--- src/rtl/cfgm_pkg.sv ---
package cfgm_pkg;
   typedef enum logic [1:0] {
      ST_POWERUP = 2'd0,
      ST_IDLE    = 2'd1,
      ST_STREAM  = 2'd2,
      ST_DONE    = 2'd3
   } cfgm_state_e;
endpackage

--- src/rtl/cfgm_por_timer.sv ---
// One-time power-on wait; only a true power-on reset re-arms it.
module cfgm_por_timer #(
   parameter int unsigned POR_CYCLES = 20_000_000
) (
   input  logic clk,
   input  logic por_n,
   output logic por_done
);
   localparam int unsigned CW = (POR_CYCLES > 1) ? $clog2(POR_CYCLES + 1) : 1;

   if (POR_CYCLES < 1) begin : g_bad_por
      $error("cfgm_por_timer: POR_CYCLES must be at least 1");
   end

   logic [CW-1:0] cnt_q;
   logic          done_q;

   always_ff @(posedge clk or negedge por_n) begin
      if (!por_n) begin
         cnt_q  <= '0;
         done_q <= 1'b0;
      end else if (!done_q) begin
         if (cnt_q == CW'(POR_CYCLES - 1)) done_q <= 1'b1;
         else                              cnt_q  <= cnt_q + 1'b1;
      end
   end

   assign por_done = done_q;

   // once the wait is over it never comes back without power-on reset
   p_por_sticky_r1: assert property (@(posedge clk) disable iff (!por_n)
      done_q |=> done_q);
endmodule

--- src/rtl/cfgm_dclk_gen.sv ---
// Serial clock divider: each phase lasts HALF_CYC system cycles.
module cfgm_dclk_gen #(
   parameter int unsigned HALF_CYC = 7
) (
   input  logic clk,
   input  logic por_n,
   input  logic clear,
   input  logic run,
   output logic dclk,
   output logic rise,
   output logic fall
);
   if (HALF_CYC < 1) begin : g_bad_half
      $error("cfgm_dclk_gen: HALF_CYC must be at least 1");
   end

   logic dclk_q;
   logic term;

   if (HALF_CYC == 1) begin : g_direct
      assign term = 1'b1;
   end else begin : g_count
      localparam int unsigned CW = $clog2(HALF_CYC);
      logic [CW-1:0] cnt_q;
      assign term = (cnt_q == CW'(HALF_CYC - 1));
      always_ff @(posedge clk or negedge por_n) begin
         if (!por_n)                cnt_q <= '0;
         else if (clear)            cnt_q <= '0;
         else if (run && term)      cnt_q <= '0;
         else if (run)              cnt_q <= cnt_q + 1'b1;
      end
   end

   always_ff @(posedge clk or negedge por_n) begin
      if (!por_n)               dclk_q <= 1'b0;
      else if (clear)           dclk_q <= 1'b0;
      else if (run && term)     dclk_q <= ~dclk_q;
   end

   assign dclk = dclk_q;
   assign rise = run && !clear && term && !dclk_q;
   assign fall = run && !clear && term &&  dclk_q;

   // with more than one cycle per phase, a fresh high phase lasts past one cycle
   p_high_min_r3: assert property (@(posedge clk) disable iff (!por_n)
      (HALF_CYC > 1) && $rose(dclk_q) |=> (dclk_q || $past(clear)));
endmodule

--- src/rtl/cfgm_bit_cursor.sv ---
// Stream position: byte address plus bit index within the byte.
module cfgm_bit_cursor #(
   parameter int unsigned TOTAL_BITS = 1_000_000,
   parameter int unsigned ADDR_W     = 17
) (
   input  logic              clk,
   input  logic              por_n,
   input  logic              clear,
   input  logic              step,
   output logic [ADDR_W-1:0] byte_addr,
   output logic [2:0]        bit_sel,
   output logic              last
);
   localparam int unsigned PW = ADDR_W + 3;

   if (TOTAL_BITS < 1 || TOTAL_BITS > (64'd1 << PW)) begin : g_bad_len
      $error("cfgm_bit_cursor: TOTAL_BITS does not fit the address space");
   end

   logic [PW-1:0] ptr_q;

   always_ff @(posedge clk or negedge por_n) begin
      if (!por_n)      ptr_q <= '0;
      else if (clear)  ptr_q <= '0;
      else if (step)   ptr_q <= ptr_q + 1'b1;
   end

   assign byte_addr = ptr_q[PW-1:3];
   assign bit_sel   = ptr_q[2:0];
   assign last      = (ptr_q == PW'(TOTAL_BITS - 1));

   // the position never runs beyond the final bit
   p_cursor_bound_r4: assert property (@(posedge clk) disable iff (!por_n)
      ptr_q <= PW'(TOTAL_BITS - 1));
endmodule

--- src/rtl/cfg_stream_master.sv ---
module cfg_stream_master
   import cfgm_pkg::*;
#(
   parameter int unsigned POR_CYCLES = 20_000_000,
   parameter int unsigned HALF_CYC   = 7,
   parameter int unsigned TOTAL_BITS = 1_000_000,
   parameter int unsigned ADDR_W     = 17,
   parameter bit          PARK_HIGH  = 1'b0
) (
   input  logic              clk,
   input  logic              por_n,
   input  logic              oe,
   input  logic              cs_n,
   output logic [ADDR_W-1:0] mem_addr,
   input  logic [7:0]        mem_rdata,
   output logic              dclk,
   output logic              data_out,
   output logic              data_oe,
   output logic              casc_n
);
   cfgm_state_e state_q, state_d;
   logic        por_done;
   logic        casc_q;
   logic        clk_clear, rise, fall;
   logic [2:0]  bit_sel;
   logic        last_bit;
   logic        park_oe, park_val;

   cfgm_por_timer #(.POR_CYCLES(POR_CYCLES)) u_por (
      .clk      (clk),
      .por_n    (por_n),
      .por_done (por_done)
   );

   assign clk_clear = !oe || (state_q != ST_STREAM);

   cfgm_dclk_gen #(.HALF_CYC(HALF_CYC)) u_div (
      .clk   (clk),
      .por_n (por_n),
      .clear (clk_clear),
      .run   (!cs_n),
      .dclk  (dclk),
      .rise  (rise),
      .fall  (fall)
   );

   cfgm_bit_cursor #(.TOTAL_BITS(TOTAL_BITS), .ADDR_W(ADDR_W)) u_cur (
      .clk       (clk),
      .por_n     (por_n),
      .clear     (!oe),
      .step      (fall && !casc_q),
      .byte_addr (mem_addr),
      .bit_sel   (bit_sel),
      .last      (last_bit)
   );

   always_comb begin
      state_d = state_q;
      unique case (state_q)
         ST_POWERUP: if (por_done)           state_d = ST_IDLE;
         ST_IDLE:    if (oe && !cs_n)        state_d = ST_STREAM;
         ST_STREAM:  if (!oe)                state_d = ST_IDLE;
                     else if (fall && casc_q) state_d = ST_DONE;
         ST_DONE:    if (!oe)                state_d = ST_IDLE;
         default:                            state_d = ST_IDLE;
      endcase
   end

   always_ff @(posedge clk or negedge por_n) begin
      if (!por_n) begin
         state_q <= ST_POWERUP;
         casc_q  <= 1'b0;
      end else begin
         state_q <= state_d;
         if (!oe)                   casc_q <= 1'b0;
         else if (rise && last_bit) casc_q <= 1'b1;
      end
   end

   if (PARK_HIGH) begin : g_park_drive
      assign park_oe  = 1'b1;
      assign park_val = 1'b1;
   end else begin : g_park_float
      assign park_oe  = 1'b0;
      assign park_val = 1'b0;
   end

   always_comb begin
      unique case (state_q)
         ST_STREAM: begin
            data_oe  = 1'b1;
            data_out = mem_rdata[3'd7 - bit_sel];
         end
         ST_DONE: begin
            data_oe  = park_oe;
            data_out = park_val;
         end
         default: begin
            data_oe  = 1'b0;
            data_out = 1'b0;
         end
      endcase
   end

   assign casc_n = ~casc_q;

   // output enable low stops the serial clock and withdraws the handoff
   p_dclk_low_on_oe_r6: assert property (@(posedge clk) disable iff (!por_n)
      !oe |=> !dclk);
   p_casc_off_on_oe_r6: assert property (@(posedge clk) disable iff (!por_n)
      !oe |=> casc_n);
   // a deselected stream freezes the serial clock
   p_pause_hold_r7: assert property (@(posedge clk) disable iff (!por_n)
      (state_q == ST_STREAM) && oe && cs_n |=> $stable(dclk));
   // the handoff appears together with a rising serial clock edge
   p_casc_on_rise_r8: assert property (@(posedge clk) disable iff (!por_n)
      $fell(casc_n) |-> $rose(dclk));
   // once finished the clock is parked low with the handoff asserted
   p_done_parked_r9: assert property (@(posedge clk) disable iff (!por_n)
      (state_q == ST_DONE) |-> (!dclk && !casc_n));
   // the bit position is frozen while the serial clock is high
   p_stable_high_r4: assert property (@(posedge clk) disable iff (!por_n)
      dclk && $past(dclk) |-> ($stable(mem_addr) && $stable(bit_sel)));
endmodule

--- config.mk ---
export PLATFORM = sky130hd
export DESIGN_NAME = cfg_stream_master
export DESIGN_NICKNAME = d
export VERILOG_FILES = /design/src/rtl/cfgm_pkg.sv /design/src/rtl/cfgm_por_timer.sv /design/src/rtl/cfgm_dclk_gen.sv /design/src/rtl/cfgm_bit_cursor.sv /design/src/rtl/cfg_stream_master.sv
export SDC_FILE = /design/constraint.sdc
export NUM_CORES = 1
export LEC_CHECK = 0
export BUFFER_PORTS_ARGS = -buffer_cell sky130_fd_sc_hd__clkbuf_2
export CAP_MARGIN = 20
export CELL_PAD_IN_SITES_DETAIL_PLACEMENT = 1
export CELL_PAD_IN_SITES_GLOBAL_PLACEMENT = 2
export CORE_AREA = 2 2 113 71
export CTS_CLUSTER_DIAMETER = 100
export DETAILED_ROUTE_END_ITERATION = 8
export DIE_AREA = 0 0 115 73
export PLACE_DENSITY_LB_ADDON = 0.2
export SYNTH_ARGS = -nofsm -noshare
export SYNTH_HDL_FRONTEND = slang
export SYNTH_SLANG_ARGS = --single-unit
--- constraint.sdc ---
create_clock -name clk -period 5.49 [get_ports clk]
set_input_delay 1.098 -clock clk [delete_from_list [all_inputs] [get_ports clk]]
set_output_delay 1.098 -clock clk [all_outputs]
set_load 0.1 [all_outputs]
[Word level (Yosys, flattened, before mapping)]
Cells that the tools add are included.
Cells by class
  equal/unequal tests: 14
  reductions and logical operators: 19
  bitwise gates (word level): 4
  order comparisons: 1
  $add $sub $neg: 4
  muxes and demuxes: 21
Operator list (number)
  $mux W20: 2
  $add A25 B1 Y25 const B: 1
  $eq A25 B25 Y1 const B: 1
  $add A20 B1 Y20 const B: 1
  $eq A20 B20 Y1 const B: 1
  $mux W2: 5
  $logic_and A1 B1 Y1: 9
  $mux W1: 9
  $mux W3: 3
  $pmux W2 S4: 1
  $ne A2 B1 Y1 const B: 3
  $ne A2 B2 Y1 const B: 3
  $logic_not A1 Y1: 5
  $eq A2 B2 Y1 const B: 2
  $lt A3 B4 Y1 const B: 1
  $not A1 Y1: 4
  $reduce_and A4 Y1: 1
  $add A3 B1 Y3 const B: 1
  $bmux W1 S3: 1
  $eq A3 B3 Y1 const B: 1
  $ne A3 B1 Y1 const B: 1
  $ne A3 B3 Y1 const B: 1
  $sub A3 B3 Y3 const A: 1
  $eq A2 B1 Y1 const B: 1
  4 further kinds: 4
Word-level totals
  register bits: 53
  logic and storage cells: 70
  output and inout bits: 21
  bits of input ports: 12

[Depth between registers and ports, before layout]
  word-level depth: 10
  depth in mapped cells: 8
  depth with buffers taken out: 6

[By module]
A second synthesis with hierarchy kept.
Unflattened totals
  cell total of the unflattened synthesis: 276
  area total of the unflattened synthesis: 2846.5 um^2
By module, submodules not included
  cfgm_por_timer: area each 1265.0 um^2, sequential area each 650.6 um^2, cells each 115, instances 1
  cfgm_bit_cursor: area each 1043.5 um^2, sequential area each 500.5 um^2, cells each 108, instances 1
  cfg_stream_master: area each 315.3 um^2, sequential area each 75.1 um^2, cells each 31, instances 1
  cfgm_dclk_gen: area each 222.7 um^2, sequential area each 100.1 um^2, cells each 22, instances 1

[Least setup slack after synthesis]
OpenSTA, ideal clock, no wires.
  path kind: reg2out
  start point: register state_q[0]
  end point: output data_out
  arrival: 2.766 ns
  path buffers: 0
  data required time: 4.392 ns
  setup slack: 1.626 ns
  cell stages (with the launch flop): 4
  cell sequence: dfrtp_1 inv_1 ha_1 nor2b_1
On the way
  cells in the longest elaborated chain, start to end: 2
RTL lines
  start, declared: line cfg_stream_master.sv:21  | cfgm_state_e state_q, state_d;
  start signal, assigned: line cfg_stream_master.sv:74  | state_q <= state_d;
  $eq A2 B2 Y1: line cfg_stream_master.sv:89  | unique case (state_q)
  $mux W1: line cfg_stream_master.sv:89
  end, declared: line cfg_stream_master.sv:17  | output logic data_out,
Every way passes these cells.

[Worst setup path in the final report]
  start point: input mem_rdata[4]
  end point: output data_out
On the way
  cells in the longest elaborated chain, start to end: 3
RTL lines
  start, declared: line cfg_stream_master.sv:15  | input logic [7:0] mem_rdata,
  $bmux W1 S3: line cfg_stream_master.sv:92  | data_out = mem_rdata[3'd7 - bit_sel];
  $mux W1 (implied by the code): line cfg_stream_master.sv:92
  $mux W1: line cfg_stream_master.sv:89
Every way passes these cells. The select of a mux whose other input is x is not followed.

==> results by group <==
Setup path
  • CP Class: input pin to primary output
  • R2r setup slk: 2.88 ns
  • Worst EP required: 4.39 ns
  • CP Capture Type: primary output
  • Worst Reg-to-Reg Cells: 6
  • Arr. time, crit path: 2.20 ns
  • CP max stage cell: mux4_2
  • Worst R2R End: u_cur.ptr_q[8]
  • Cell Chain, Critical Path: clkbuf_2, mux4_2, mux2i_1, nor2b_1, clkbuf_2
  • RR Startpoint: u_div.g_count.cnt_q[0]
  • Max stage delay on crit path: 0.45 ns
  • Startpoint class of the critical path: input pin
  • Max Fanout on Critical Path: 1
  • Most frequent CP cell: clkbuf_2

Route
  • DR iter-0 viols: 75
  • Post-route ant nets: 0
  • # DRC: 0
  • 1st-pass router iterations: 4
  • Average wire per standard cell: 16.8 um
  • Final wirelength: 6.97 mm
  • Total number of vias: 2269
  • Vias per inst: 5.48

Layout
  • Seq. cell area: 1330 um2
  • Post-layout net count: 340
  • Most frequent cells in the layout: dfrtp_1 (53), clkbuf_2 (32), nand2_1 (24)
  • Fillcell total: 858
  • Most common cell after layout, fill and taps aside: dfrtp_1
  • Antenna cells: 0
  • P&R area growth vs syn: 13.6%
  • Fraction of layout cells with a size suffix above 1: 14.7%
  • Multi-input logic area: 1470 um2

Clocking
  • CTS sink cnt: 53
  • Post_cts resized: 0
  • TritonCTS buffer count: 5
  • Worst-path clk slew: 0.07 ns
  • Postcts setup bufs: 0
  • Bufs on Longest Clock Path: 2
  • CTS H-tree depth: 2
  • Clk root buf: clkbuf_16
  • Clk_lat worst skew: 0.30 ns
  • TritonCTS clock tree: built
  • Post-CTS Hold Buffers: 0

Power and ir drop
  • Peak VDD IR: 110 uV
  • Lkg Pwr: 1.41 nW
  • Pwr dens: 253 nW/um2

Synthesis
  • Seq cells post-synth: 53
  • Top post-synthesis cells by area: dfrtp_1 (46%), xnor2_1 (4.9%), mux2i_1 (4.2%)
  • Syn Inst Count: 287
  • Top cell type's share of synthesized area: 46.2%
  • Avg Cell Area, Syn: 10.0 um2
  • Synthesized cell area: 2870 um2
  • Syn Nets: 308
  • Yosys top cell by area: dfrtp_1
  • Synth warnings: 0
  • Register area share after synthesis: 46.2%
  • Synth unique cells: 37

STA
  • Final Worst Setup Slack: 2.19 ns
  • Worst Tran Pin Value: 1.04 ns
  • Rel. slew slack: 30.3%
  • Unrepaired setup endpoints after global routing: no
  • Setup TNS: 0 ns
  • Fmax: 303 MHz
  • Final period util: 60.1%
  • Clock period minus worst slack: 3.30 ns
  • Max-slew violation count: 0
  • Setup Viol. Count Final: 0
  • Fin. Hold Viols: 0
  • Clk_skew: 0.00499 ns

Floorplanning
  • Die Height: 73 um
  • Core region area: 7510 um2
  • Width of the die: 115 um
  • Top Ports: 33
  • Initial Util: 38.2%
  • Die ar.: 8400 um2
  • Row cnt: 25

Min path
  • Hold_sp: u_por.cnt_q[24]
  • WHS Path Cells: 1
  • WHS Endpoint: u_por.cnt_q[24]
  • Worst Hold Class: flip-flop to flip-flop

Placed design
  • Port Buffers: 32
  • HPWL Detailed: 4.96 mm
  • Pre-CTS WS: 2.19 ns
  • Routability cong.: 0.740

Global routing
  • Global route total overflow: 0
  • Initial antenna violation count: 0
  • Largest net degree at the start of global routing: 54
  • First-pass GRT wire length: 11.7 mm
  • Aggregate global-route resource usage: 18.0%
  • Vias in the first global route: 2268

Outcome
  • Outcome: complete, no violations

Run
  • Maxcap violations: 0
[critical path, delay by kind of cell]
kind / cells / cell delay, ns
buf+inv: 2 / 0.44
mux: 2 / 0.59
simple gates: 1 / 0.06
[routing by layer]
metal / up-vias / GRT usage [%] / share of wire [%]
li1: 1117 / - / -
met1: 1127 / 27.8 / 55
met2: 17 / 24.8 / 41
met3: 8 / 3.90 / 2.6
met4: 0 / 5.62 / 1.3
met5: - / 0 / 0
[registers in the layout, indices dropped and copies added (netlist names)]
name                 flops
u_div.dclk               1
state_q                  2
u_div.g_count.cnt_q      3
casc_q                   1
u_por.cnt_q             25
u_cur.ptr_q             20
u_por.por_done           1
[layout make-up]
cell class,instances,area share [%]
clock buffer,6,3.95
tap,94,3.61
inverter,12,1.38
sequential,53,40.7
timing repair buffer,33,5.14
multi-input combinational,214,45.0
clock inverter,2,0.307
[synth_stat cells, drive strengths merged]
master	number
nand2b	8
nor4	12
inv	12
and3	6
or4b	3
nor4bb	1
and3b	1
nor2b	3
buf	2
a211oi	4
or3	7
nand3	21
xnor2	16
xor2	7
a22oi	1
dfrtp	53
mux2	1
and2	3
o31ai	6
clkbuf	6
nor2	9
nand3b	1
nand2	24
and4	2
o21ai	11
nor4b	2
nor3	4
or2	1
or4	7
ha	9
mux4	2
mux2i	12
nand4	15
a21oi	15
[per-stage QoR]
stage	total power, mW	utilization, %	area (um2)	std cells	hold WS, ns
final	0.825	43.5	3260	414	0.464
after detailed placement	0.520	41.6	3120	406	0.457
after global placement	0.519	41.6	3120	406	0.452
after global routing	0.868	43.5	3260	414	0.483
after floorplan	0.489	-	2870	287	0.437
after CTS	0.841	43.5	3260	414	0.471
[worst max path at each step]
stage / startpoint / slack, ns / cells after the start / to
2_1_floorplan: state_q[0] / 1.63 / 3 / data_out
3_3_place_gp: mem_rdata[0] / 2.21 / 5 / data_out
3_5_place_dp: mem_rdata[4] / 2.19 / 5 / data_out
4_1_cts: mem_rdata[4] / 2.19 / 5 / data_out
5_1_grt: mem_rdata[0] / 2.13 / 5 / data_out
6_report: mem_rdata[4] / 2.19 / 5 / data_out
[kinds of logic (layout without fill, tap and decap cells)]
family,after synthesis,in the layout,synth area share [%]
mux,15,15,6.28
buf+inv,20,53,2.70
xor+xnor,23,23,7.02
fa+ha+maj,9,9,3.92
flops,53,53,46.2
compound gates,37,37,7.54
simple gates,130,130,26.3
[power by group]
group          switching, mW  total (mW)  leakage (nW)  internal, mW
combinational         0.0718       0.104         0.621        0.0320
clock                  0.148       0.316        0.0706         0.168
sequential           0.00716       0.405         0.722         0.398
No activity file was read; power rests on OpenSTA's default activity.
